## config.mk

```make
export PLATFORM = sky130hd
export DESIGN_NAME = nvset_seq
export DESIGN_NICKNAME = d
export VERILOG_FILES = /design/src/rtl/nvset_pkg.sv /design/src/rtl/nvset_delay.sv /design/src/rtl/nvset_wiper.sv /design/src/rtl/nvset_ctrl.sv /design/src/rtl/nvset_seq.sv
export SDC_FILE = /design/constraint.sdc
export NUM_CORES = 1
export LEC_CHECK = 0
export ABC_CLOCK_PERIOD_IN_PS = 5500
export BUFFER_PORTS_ARGS = -buffer_cell sky130_fd_sc_hd__clkbuf_2
export CORE_MARGIN = 5
export CORE_UTILIZATION = 55
export CTS_CLUSTER_DIAMETER = 100
export DETAILED_ROUTE_END_ITERATION = 8
export GPL_ROUTABILITY_DRIVEN = 0
export PLACE_DENSITY = 0.86
export SETUP_SLACK_MARGIN = 0.02
export SKIP_CTS_REPAIR_TIMING = 1
export SLEW_MARGIN = 20
export SYNTH_ARGS = -nofsm -noshare
export SYNTH_HDL_FRONTEND = slang
export SYNTH_HIERARCHICAL = 1
export SYNTH_SLANG_ARGS = --single-unit
```

## constraint.sdc

```tcl
create_clock -name clk -period 5.5 [get_ports clk]
set_input_delay 0.55 -clock clk [delete_from_list [all_inputs] [get_ports clk]]
set_output_delay 0.55 -clock clk [all_outputs]
set_load 0.005 [all_outputs]
```

## src/rtl/nvset_pkg.sv

```systemverilog
package nvset_pkg;

  typedef enum logic [2:0] {
    SQ_BOOT    = 3'd0,
    SQ_RESTORE = 3'd1,
    SQ_SWAIT   = 3'd2,
    SQ_STORE   = 3'd3,
    SQ_IDLE    = 3'd4
  } seq_state_e;

  // Converts a duration in microseconds to clock cycles, never below 4 so
  // that the memory read data is always captured before the load.
  function automatic int unsigned us_to_cyc(input longint unsigned hz,
                                            input longint unsigned us);
    longint unsigned c;
    c = (hz * us) / 64'd1_000_000;
    if (c < 64'd4) c = 64'd4;
    return 32'(c);
  endfunction

  function automatic int unsigned max_u(input int unsigned a, input int unsigned b);
    return (a > b) ? a : b;
  endfunction

endpackage

```

## src/rtl/nvset_delay.sv

```systemverilog
module nvset_delay #(
  parameter int unsigned CW = 8
) (
  input  logic          clk,
  input  logic          rst_n,
  input  logic          start,
  input  logic [CW-1:0] load_val,
  output logic          done
);

  logic [CW-1:0] cnt;

  always_ff @(posedge clk) begin
    if (!rst_n)             cnt <= '0;
    else if (start)         cnt <= load_val;
    else if (cnt != '0)     cnt <= cnt - 1'b1;
  end

  assign done = (cnt == CW'(1));

  // after expiry the counter is idle unless restarted
  p_done_clear_r10: assert property (@(posedge clk) disable iff (!rst_n)
    (done && !start) |=> (cnt == '0));

endmodule

```

## src/rtl/nvset_wiper.sv

```systemverilog
module nvset_wiper #(
  parameter int unsigned   DW  = 8,
  parameter logic [DW-1:0] MID = 8'h80
) (
  input  logic          clk,
  input  logic          rst_n,
  input  logic          ld,
  input  logic [DW-1:0] ld_val,
  input  logic          wr,
  input  logic [DW-1:0] wr_val,
  output logic [DW-1:0] q
);

  always_ff @(posedge clk) begin
    if (!rst_n)   q <= MID;
    else if (ld)  q <= ld_val;
    else if (wr)  q <= wr_val;
  end

  // restore load has priority over a same-cycle direct write
  p_load_priority_r9: assert property (@(posedge clk) disable iff (!rst_n)
    ld |=> (q == $past(ld_val)));

  // no strobe, no change
  p_hold_r9: assert property (@(posedge clk) disable iff (!rst_n)
    (!ld && !wr) |=> $stable(q));

endmodule

```

## src/rtl/nvset_ctrl.sv

```systemverilog
module nvset_ctrl
  import nvset_pkg::*;
#(
  parameter int unsigned DW      = 8,
  parameter int unsigned CW      = 16,
  parameter int unsigned RST_CYC = 30,
  parameter int unsigned STO_CYC = 2600
) (
  input  logic          clk,
  input  logic          rst_n,
  input  logic          cmd_store,
  input  logic          cmd_restore,
  input  logic          cmd_nop,
  input  logic          op_done,
  input  logic          win_done,
  input  logic [DW-1:0] nv_rdata,
  input  logic [DW-1:0] wiper_q,
  output logic          op_start,
  output logic [CW-1:0] op_len,
  output logic          win_start,
  output logic          ld,
  output logic [DW-1:0] ld_val,
  output logic          nv_rd,
  output logic          nv_wr,
  output logic [DW-1:0] nv_wdata,
  output logic          busy,
  output logic          pwr_read,
  output logic          err
);

  seq_state_e    state;
  logic          rd_pend;
  logic [DW-1:0] rd_buf;
  logic          from_cmd;
  logic          win_ok;

  // named internal events
  logic accept_rs, accept_st, st_launch, drop_cmd;

  assign accept_rs = (state == SQ_IDLE) && cmd_restore;
  assign accept_st = (state == SQ_IDLE) && cmd_store && !cmd_restore;
  assign st_launch = (accept_st && win_ok) || ((state == SQ_SWAIT) && win_ok);
  assign drop_cmd  = ((state != SQ_IDLE) && (cmd_store || cmd_restore)) ||
                     ((state == SQ_IDLE) && cmd_store && cmd_restore);

  assign op_start  = (state == SQ_BOOT) || accept_rs || st_launch;
  assign op_len    = st_launch ? CW'(STO_CYC) : CW'(RST_CYC);
  assign win_start = (state == SQ_BOOT);
  assign ld        = (state == SQ_RESTORE) && op_done;
  assign ld_val    = rd_buf;
  assign busy      = (state != SQ_IDLE);

  always_ff @(posedge clk) begin
    if (!rst_n) begin
      state    <= SQ_BOOT;
      nv_rd    <= 1'b0;
      nv_wr    <= 1'b0;
      nv_wdata <= '0;
      rd_pend  <= 1'b0;
      rd_buf   <= '0;
      from_cmd <= 1'b0;
      win_ok   <= 1'b0;
      pwr_read <= 1'b0;
      err      <= 1'b0;
    end else begin
      nv_rd   <= 1'b0;
      nv_wr   <= 1'b0;
      rd_pend <= nv_rd;
      if (rd_pend)  rd_buf <= nv_rdata;
      if (win_done) win_ok <= 1'b1;
      if (drop_cmd) err    <= 1'b1;
      case (state)
        SQ_BOOT: begin
          nv_rd    <= 1'b1;
          from_cmd <= 1'b0;
          state    <= SQ_RESTORE;
        end
        SQ_IDLE: begin
          if (accept_rs) begin
            nv_rd    <= 1'b1;
            from_cmd <= 1'b1;
            state    <= SQ_RESTORE;
          end else if (accept_st) begin
            if (win_ok) begin
              nv_wr    <= 1'b1;
              nv_wdata <= wiper_q;
              state    <= SQ_STORE;
            end else begin
              state    <= SQ_SWAIT;
            end
          end else if (cmd_nop) begin
            pwr_read <= 1'b0;
          end
        end
        SQ_RESTORE: begin
          if (op_done) begin
            state <= SQ_IDLE;
            if (from_cmd) pwr_read <= 1'b1;
          end
        end
        SQ_SWAIT: begin
          if (win_ok) begin
            nv_wr    <= 1'b1;
            nv_wdata <= wiper_q;
            state    <= SQ_STORE;
          end
        end
        SQ_STORE: begin
          if (op_done) state <= SQ_IDLE;
        end
        default: state <= SQ_IDLE;
      endcase
    end
  end

  // read strobe is a single-cycle pulse
  p_rd_pulse_r3: assert property (@(posedge clk) disable iff (!rst_n)
    nv_rd |=> !nv_rd);

  // write strobe is a single-cycle pulse, issued only while busy
  p_wr_pulse_r4: assert property (@(posedge clk) disable iff (!rst_n)
    nv_wr |=> !nv_wr);
  p_wr_busy_r4: assert property (@(posedge clk) disable iff (!rst_n)
    nv_wr |-> busy);

  // no memory write before the rewrite lockout closes
  p_nvwr_window_r5: assert property (@(posedge clk) disable iff (!rst_n)
    nv_wr |-> win_ok);

  // read power state can only appear as an operation ends
  p_pwr_rise_r6: assert property (@(posedge clk) disable iff (!rst_n)
    $rose(pwr_read) |-> $fell(busy));

  // error flag is sticky
  p_err_sticky_r7: assert property (@(posedge clk) disable iff (!rst_n)
    err |=> err);

endmodule

```

## src/rtl/nvset_seq.sv

```systemverilog
module nvset_seq
  import nvset_pkg::*;
#(
  parameter int unsigned   DW         = 8,
  parameter int unsigned   AW         = 4,
  parameter logic [AW-1:0] SET_ADDR   = 4'h3,
  parameter int unsigned   CLK_HZ     = 250_000_000,
  parameter int unsigned   RESTORE_US = 300,
  parameter int unsigned   STORE_US   = 26_000,
  parameter int unsigned   REWRITE_US = 540
) (
  input  logic          clk,
  input  logic          rst_n,
  input  logic          cmd_store,
  input  logic          cmd_restore,
  input  logic          cmd_nop,
  input  logic          wr_en,
  input  logic [DW-1:0] wr_data,
  output logic [DW-1:0] wiper,
  output logic          busy,
  output logic          pwr_read,
  output logic          err,
  output logic          nv_rd,
  output logic          nv_wr,
  output logic [AW-1:0] nv_addr,
  output logic [DW-1:0] nv_wdata,
  input  logic [DW-1:0] nv_rdata
);

  localparam int unsigned   RST_CYC = us_to_cyc(CLK_HZ, RESTORE_US);
  localparam int unsigned   STO_CYC = us_to_cyc(CLK_HZ, STORE_US);
  localparam int unsigned   WIN_CYC = us_to_cyc(CLK_HZ, REWRITE_US);
  localparam int unsigned   CW      = $clog2(max_u(RST_CYC, STO_CYC) + 1);
  localparam int unsigned   WW      = $clog2(WIN_CYC + 1);
  localparam logic [DW-1:0] MID     = DW'(1) << (DW - 1);

  logic          op_start, op_done, win_start, win_done, ld;
  logic [CW-1:0] op_len;
  logic [DW-1:0] ld_val;

  assign nv_addr = SET_ADDR;

  nvset_ctrl #(
    .DW(DW), .CW(CW), .RST_CYC(RST_CYC), .STO_CYC(STO_CYC)
  ) u_ctrl (
    .clk(clk), .rst_n(rst_n),
    .cmd_store(cmd_store), .cmd_restore(cmd_restore), .cmd_nop(cmd_nop),
    .op_done(op_done), .win_done(win_done),
    .nv_rdata(nv_rdata), .wiper_q(wiper),
    .op_start(op_start), .op_len(op_len), .win_start(win_start),
    .ld(ld), .ld_val(ld_val),
    .nv_rd(nv_rd), .nv_wr(nv_wr), .nv_wdata(nv_wdata),
    .busy(busy), .pwr_read(pwr_read), .err(err)
  );

  nvset_delay #(.CW(CW)) u_op_tmr (
    .clk(clk), .rst_n(rst_n), .start(op_start), .load_val(op_len), .done(op_done)
  );

  nvset_delay #(.CW(WW)) u_win_tmr (
    .clk(clk), .rst_n(rst_n), .start(win_start), .load_val(WW'(WIN_CYC)),
    .done(win_done)
  );

  nvset_wiper #(.DW(DW), .MID(MID)) u_wiper (
    .clk(clk), .rst_n(rst_n), .ld(ld), .ld_val(ld_val),
    .wr(wr_en), .wr_val(wr_data), .q(wiper)
  );

endmodule

```

---- Word level (Yosys, flattened, before mapping) ----
Cells that the tools add are included.
storage, ports and cells
  output and inout bits ................... 25
  word-level logic and storage cells ...... 94
  register bits after elaboration ......... 75
  input port bits ......................... 22
cells by class
  bitwise gates (word level) .............. 1
  mux-type cells .......................... 31
  equality and inequality tests ........... 17
  reductions and logical operators ........ 29
  $add $sub $neg .......................... 2
operators by type and width
  cell                                                number
  2-to-1 mux 23 bit                                   3
  2-to-1 mux 8 bit                                    5
  2-to-1 mux 18 bit                                   2
  == test 23 x 1 -> 1 bit, second input constant      1
  nonzero test 23 bit                                 1
  subtractor 23 x 1 -> 23 bit, second input constant  1
  == test 18 x 1 -> 1 bit, second input constant      1
  nonzero test 18 bit                                 1
  subtractor 18 x 1 -> 18 bit, second input constant  1
  case mux 8 bit (2 select lines)                     1
  2-to-1 mux 3 bit                                    4
  != test 2 x 1 -> 1 bit, second input constant       6
  case mux 3 bit (4 select lines)                     1
  nonzero test 2 bit                                  6
  2-to-1 mux 1 bit                                    11
  logical AND 1 bit                                   8
  case mux 1 bit (2 select lines)                     4
  == test 3 x 2 -> 1 bit, second input constant       2
  != test 2 bit, second input constant                3
  AND reduction 3 bit                                 2
  AND reduction 6 bit                                 1
  logical OR 1 bit                                    5
  OR reduction 2 bit                                  2
  == test 3 x 1 -> 1 bit, second input constant       1
  other kinds (7)                                     7

---- Logic depth before layout (Yosys ltp) ----
  depth in word-level cells ............... 7
  gate-level depth with buffers ........... 9
  depth with buffers taken out ............ 8

---- Cells and area by module ----
The synthesis kept the hierarchy.
modules (own cells, without submodules)
  module                   cells each  times used  seq. area each (µm²)  area an instance (µm²)
  nvset_ctrl               153         1           520.5                 1355.0
  nvset_delay (u_op_tmr)   160         1           460.4                 1302.5
  nvset_delay (u_win_tmr)  125         1           360.3                 1002.2
  nvset_wiper              35          1           160.2                 370.4
  nvset_seq                6           1           0.0                   37.5

---- Least setup slack after synthesis ----
OpenSTA, ideal clock, no wires.
  path type ............................... register to register
  start point ............................. register u_op_tmr.cnt[4]
  end point ............................... register u_wiper.q[0]
  library setup time ...................... 0.086 ns
  buffers on the path ..................... 1
  cell stages (with the launch flop) ...... 9
  arrival time ............................ 2.557 ns
  data required time ...................... 5.414 ns
  path slack .............................. 2.858 ns
  period minus slack after synthesis ...... 2.642 ns
  cell sequence ........................... dfxtp_1 -> or4_1 -> buf_2 -> or4_4 -> nor2_1 -> nand2_1 -> nor3_1 -> inv_1 -> a211oi_1
on the way
  longest elaborated chain between the ends .. 3
  elaborated cells on any way between the ends .. 4
  classes of those cells .................. eq/ne (1); mux (1); reduce/logical (2)
ends and longest elaborated chain
  item                                                           RTL line           RTL
  start: declaration                                             nvset_delay.sv:11  logic [CW-1:0] cnt;
  start signal: assignment                                       nvset_delay.sv:15  else if (start) cnt <= load_val;
  start signal: assignment                                       nvset_delay.sv:16  else if (cnt != '0) cnt <= cnt - 1'b1;
  == test 23 x 1 -> 1 bit *                                      nvset_delay.sv:19  assign done = (cnt == CW'(1));
  named net op_done                                              nvset_seq.sv:37    logic op_start, op_done, win_start, win_done, ld;
  logical AND 1 bit *                                            nvset_ctrl.sv:49   assign ld = (state == SQ_RESTORE) && op_done;
  named net ld                                                   nvset_seq.sv:37
  2-to-1 mux 8 bit / nonzero test 2 bit (equally long branches)  --
  end signal: assignment                                         nvset_wiper.sv:16  else if (ld) q <= ld_val;
  end signal: assignment                                         nvset_wiper.sv:17  else if (wr) q <= wr_val;
  end: declaration                                               nvset_wiper.sv:11  output logic [DW-1:0] q
The timed path passes the listed nets; every way through them passes the cells marked *.
A chain may end at the register's enable or synchronous reset.

---- Worst setup path after layout ----
  start point ............................. register u_op_tmr.cnt[4]
  end point ............................... register u_wiper.q[6]
The elaborated chain is that of the path after synthesis.

==> qor.yml <==
status:
  status: "finished clean"
sta:
  slew_viol_final: 0
  post-route-period-util_pct: 59.2
  worstMarginPinSlew_ns: 0.842
  period_minus_slack_ns: 3.25
  setup_ws_ns: 2.25
  skew_ns: 0.00976
  grt_setup_unrepaired: "no"
  slew_headroom_pct: 43.4
  hold_viol: 0
  max_clock_freq_mhz: 307
  fin_tns_setup_ns: 0
  setup_viol: 0
worst_hold_path:
  hold_path.class: "in -> reg"
  worstHoldStart: "nv_rdata[0]"
clock_tree:
  clk_pin_slew_ns: 0.08
  cts_buffer_depth: 2
  ctsRootBufferMaster: "clkbuf_8"
  htreeDepth: 3
  cts_tree: "done"
  cts_buffers: 9
  numClockSinks: 75
  clock_latency_ns: 0.35
synthesis:
  synth-adder-area-share_pct: 1.51
  synthMuxAreaShare_pct: 4.18
  yosysMostFrequentCell: "dfxtp_1"
  synthTopCellsByArea: "dfxtp_1 (37%), nand3_1 (5.2%), buf_4 (5.0%)"
  seq_area_frac_synth_pct: 36.9
  synth-xor-area-share_pct: 6.03
  yosysWarnings: 6
  synth_area_leader_cell: "dfxtp_1"
  netlist_top_cells_count: "dfxtp_1 (75), nand3_1 (42), nand2_1 (29), buf_4 (27), nor2b_1 (24)"
  synth_compound_area_share_pct: 14.2
  netlist_area_sq_mm: 0.00407
  synth_top_area_share_pct: 36.9
  synth-seq-cells: 75
  synthSimpleGateAreaFrac_pct: 27.5
  synth_top_family_by_area: "simple AND/OR/NAND/NOR gates"
  avgSynthCellArea_sq_um: 8.49
  synth-edff-count: 0
  ys_types: 58
  ys.flop_type: "dfxtp_1"
  netlist_instances: 479
  async_flop_share_pct: 0
floorplan:
  start_util_pct: 56.4
  rows: 31
  coreArea_sq_mm: 0.00721
  die-area_sq_mm: 0.00922
  ios: 47
  chipHeight_um: 96
  die_width_um: 96
routing:
  drt-initial-drc-count: 227
  via_per_inst: 5.69
  wl_met3_um: 602
  wl_mm: 8.95
  routedWlPerCell_um: 14.5
  drt-pass1-iter-count: 7
  antenna_left: 0
  wl_met1_mm: 3.94
  top_layer_used: "met4"
  wl_met2_mm: 4.22
  via_count: 3506
  drc: 0
critical_path:
  cp_slowest_cell: "or4_1"
  crit_required_ns: 5.76
  path_cells: "or4_1, or4_4, nor2_1, nand2_1, nor3_1, inv_1, a211oi_1"
  reg2reg_from: "u_op_tmr/cnt[4]"
  crit_path_end_kind: "register"
  arrival_ns: 3.51
  startpoint_type: "register"
  cp_max_fo: 10
  crit_path_start: "u_op_tmr/cnt[4]"
  worstSetupPathType: "reg -> reg"
  max_stage_delay_ns: 0.68
global_route:
  grt_pass1_vias: 3171
  antenna_found_initial: 0
  overflow: 0
  grtUsageTotal_pct: 19.9
  grt_pass1_wl_mm: 14.5
  grt_max_degree: 49
layout:
  drive_gt1_share_pct: 15.1
  antenna_cells: 0
  nets: 538
  n_fill_cell: 603
  syn2layout_area_growth_pct: 9.94
power_and_ir_drop:
  ir_drop_uv: 172
  p_per_area_mw_per_mm2: 302
  p_leak_nw: 1.78
job:
  maxCapViolations: 0
placed_design:
  dp_hpwl_mm: 6.13
  dp_slack_ns: 2.34
  port-buffer-count: 42
[state kept, by name (all words and copies together) (netlist names)]
name / cells
u_win_tmr/cnt: 18
u_ctrl/nv_wr: 1
u_ctrl/err: 1
u_ctrl/from_cmd: 1
u_ctrl/ld_val: 8
u_ctrl/win_ok: 1
u_ctrl/state: 3
u_ctrl/nv_rd: 1
u_op_tmr/cnt: 23
u_ctrl/rd_pend: 1
u_ctrl/pwr_read: 1
u_ctrl/nv_wdata: 8
u_wiper/q: 8
[per-layer routing]
metal  track usage, %  vias up
met5                0        -
met4             8.41        0
met3             4.07       22
met2             33.6      132
met1             24.5     1630
li1                 -     1722
[worst paths after layout]
kind | endpoint | slack, ns | cells past startpoint
setup reg to reg | u_wiper/q[6] | 2.25 | 7
hold / removal | u_ctrl/ld_val[0] | 0.46 | 3
hold reg to reg | u_ctrl/rd_pend | 0.47 | 1
setup / recovery | u_wiper/q[6] | 2.25 | 7
[layout make-up]
type / instances / area [sq um] / area share (%)
tap: 99 / 124 / 2.77
timing repair buffer: 45 / 233 / 5.20
inverter: 12 / 45.0 / 1.01
clock buffer: 9 / 124 / 2.77
clock inverter: 7 / 124 / 2.77
sequential: 75 / 1500 / 33.6
multi-input combinational: 369 / 2320 / 51.9
[where the power goes]
part           total, W  internal (W)  switching (W)
Clock          0.000519      0.000305       0.000213
Sequential     0.000617      0.000577      0.0000394
Combinational  0.000214     0.0000928       0.000121
[kinds of logic (layout without fill, tap and decap cells)]
| kind of cell | count (synthesis) | in the layout |
|---|---|---|
| AO/OA/AOI/OAI | 86 | 86 |
| adder cells (fa/ha/maj) | 5 | 5 |
| flip-flops | 75 | 75 |
| multiplexers | 17 | 17 |
| other | 4 | 37 |
| XOR/XNOR | 28 | 28 |
| buffers and inverters | 68 | 73 |
| AND/OR/NAND/NOR | 196 | 196 |
[stage by stage]
stage / cells / hold WS [ns] / instance area, sq um / util (%) / total power (W)
6_report: 616 / 0.463 / 4470 / 62.0 / 0.00135
4_1_cts: 616 / 0.450 / 4470 / 62.0 / 0.00135
3_5_place_dp: 600 / 0.454 / 4220 / 58.6 / 0.000837
2_1_floorplan: 512 / 0.457 / 4190 / - / 0.000796
3_3_place_gp: 600 / 0.443 / 4220 / 58.6 / 0.000827
5_1_grt: 616 / 0.459 / 4470 / 62.0 / 0.00141
[worst max-delay path: cells and delay by family (launching register included)]
kind | cells | cell delay (ns)
compound gates | 1 | 0.30
buf+inv | 1 | 0.33
simple gates | 5 | 2.18
flops | 1 | 0.36
[layout by cell type, fill, tap and decap left out, drive strengths merged, types with 2 or more instances in the layout]
cell type   n
dfxtp      75
clkbuf     51
nand3      42
conb       37
nand2      29
o21ai      27
nor2b      24
nor2       21
mux2i      17
xnor2      16
nand4      15
nor3       14
inv        13
nor4       13
xor2       12
and2       10
a211oi     10
a21oi       9
or4         9
o2111ai     8
o31ai       8
a21boi      5
a31oi       5
a22oi       5
or3         5
ha          4
bufinv      3
buf         3
nand2b      2
o21a        2
and3b       2
clkinv      2
or3b        2
(Power assumes the default switching activity.)
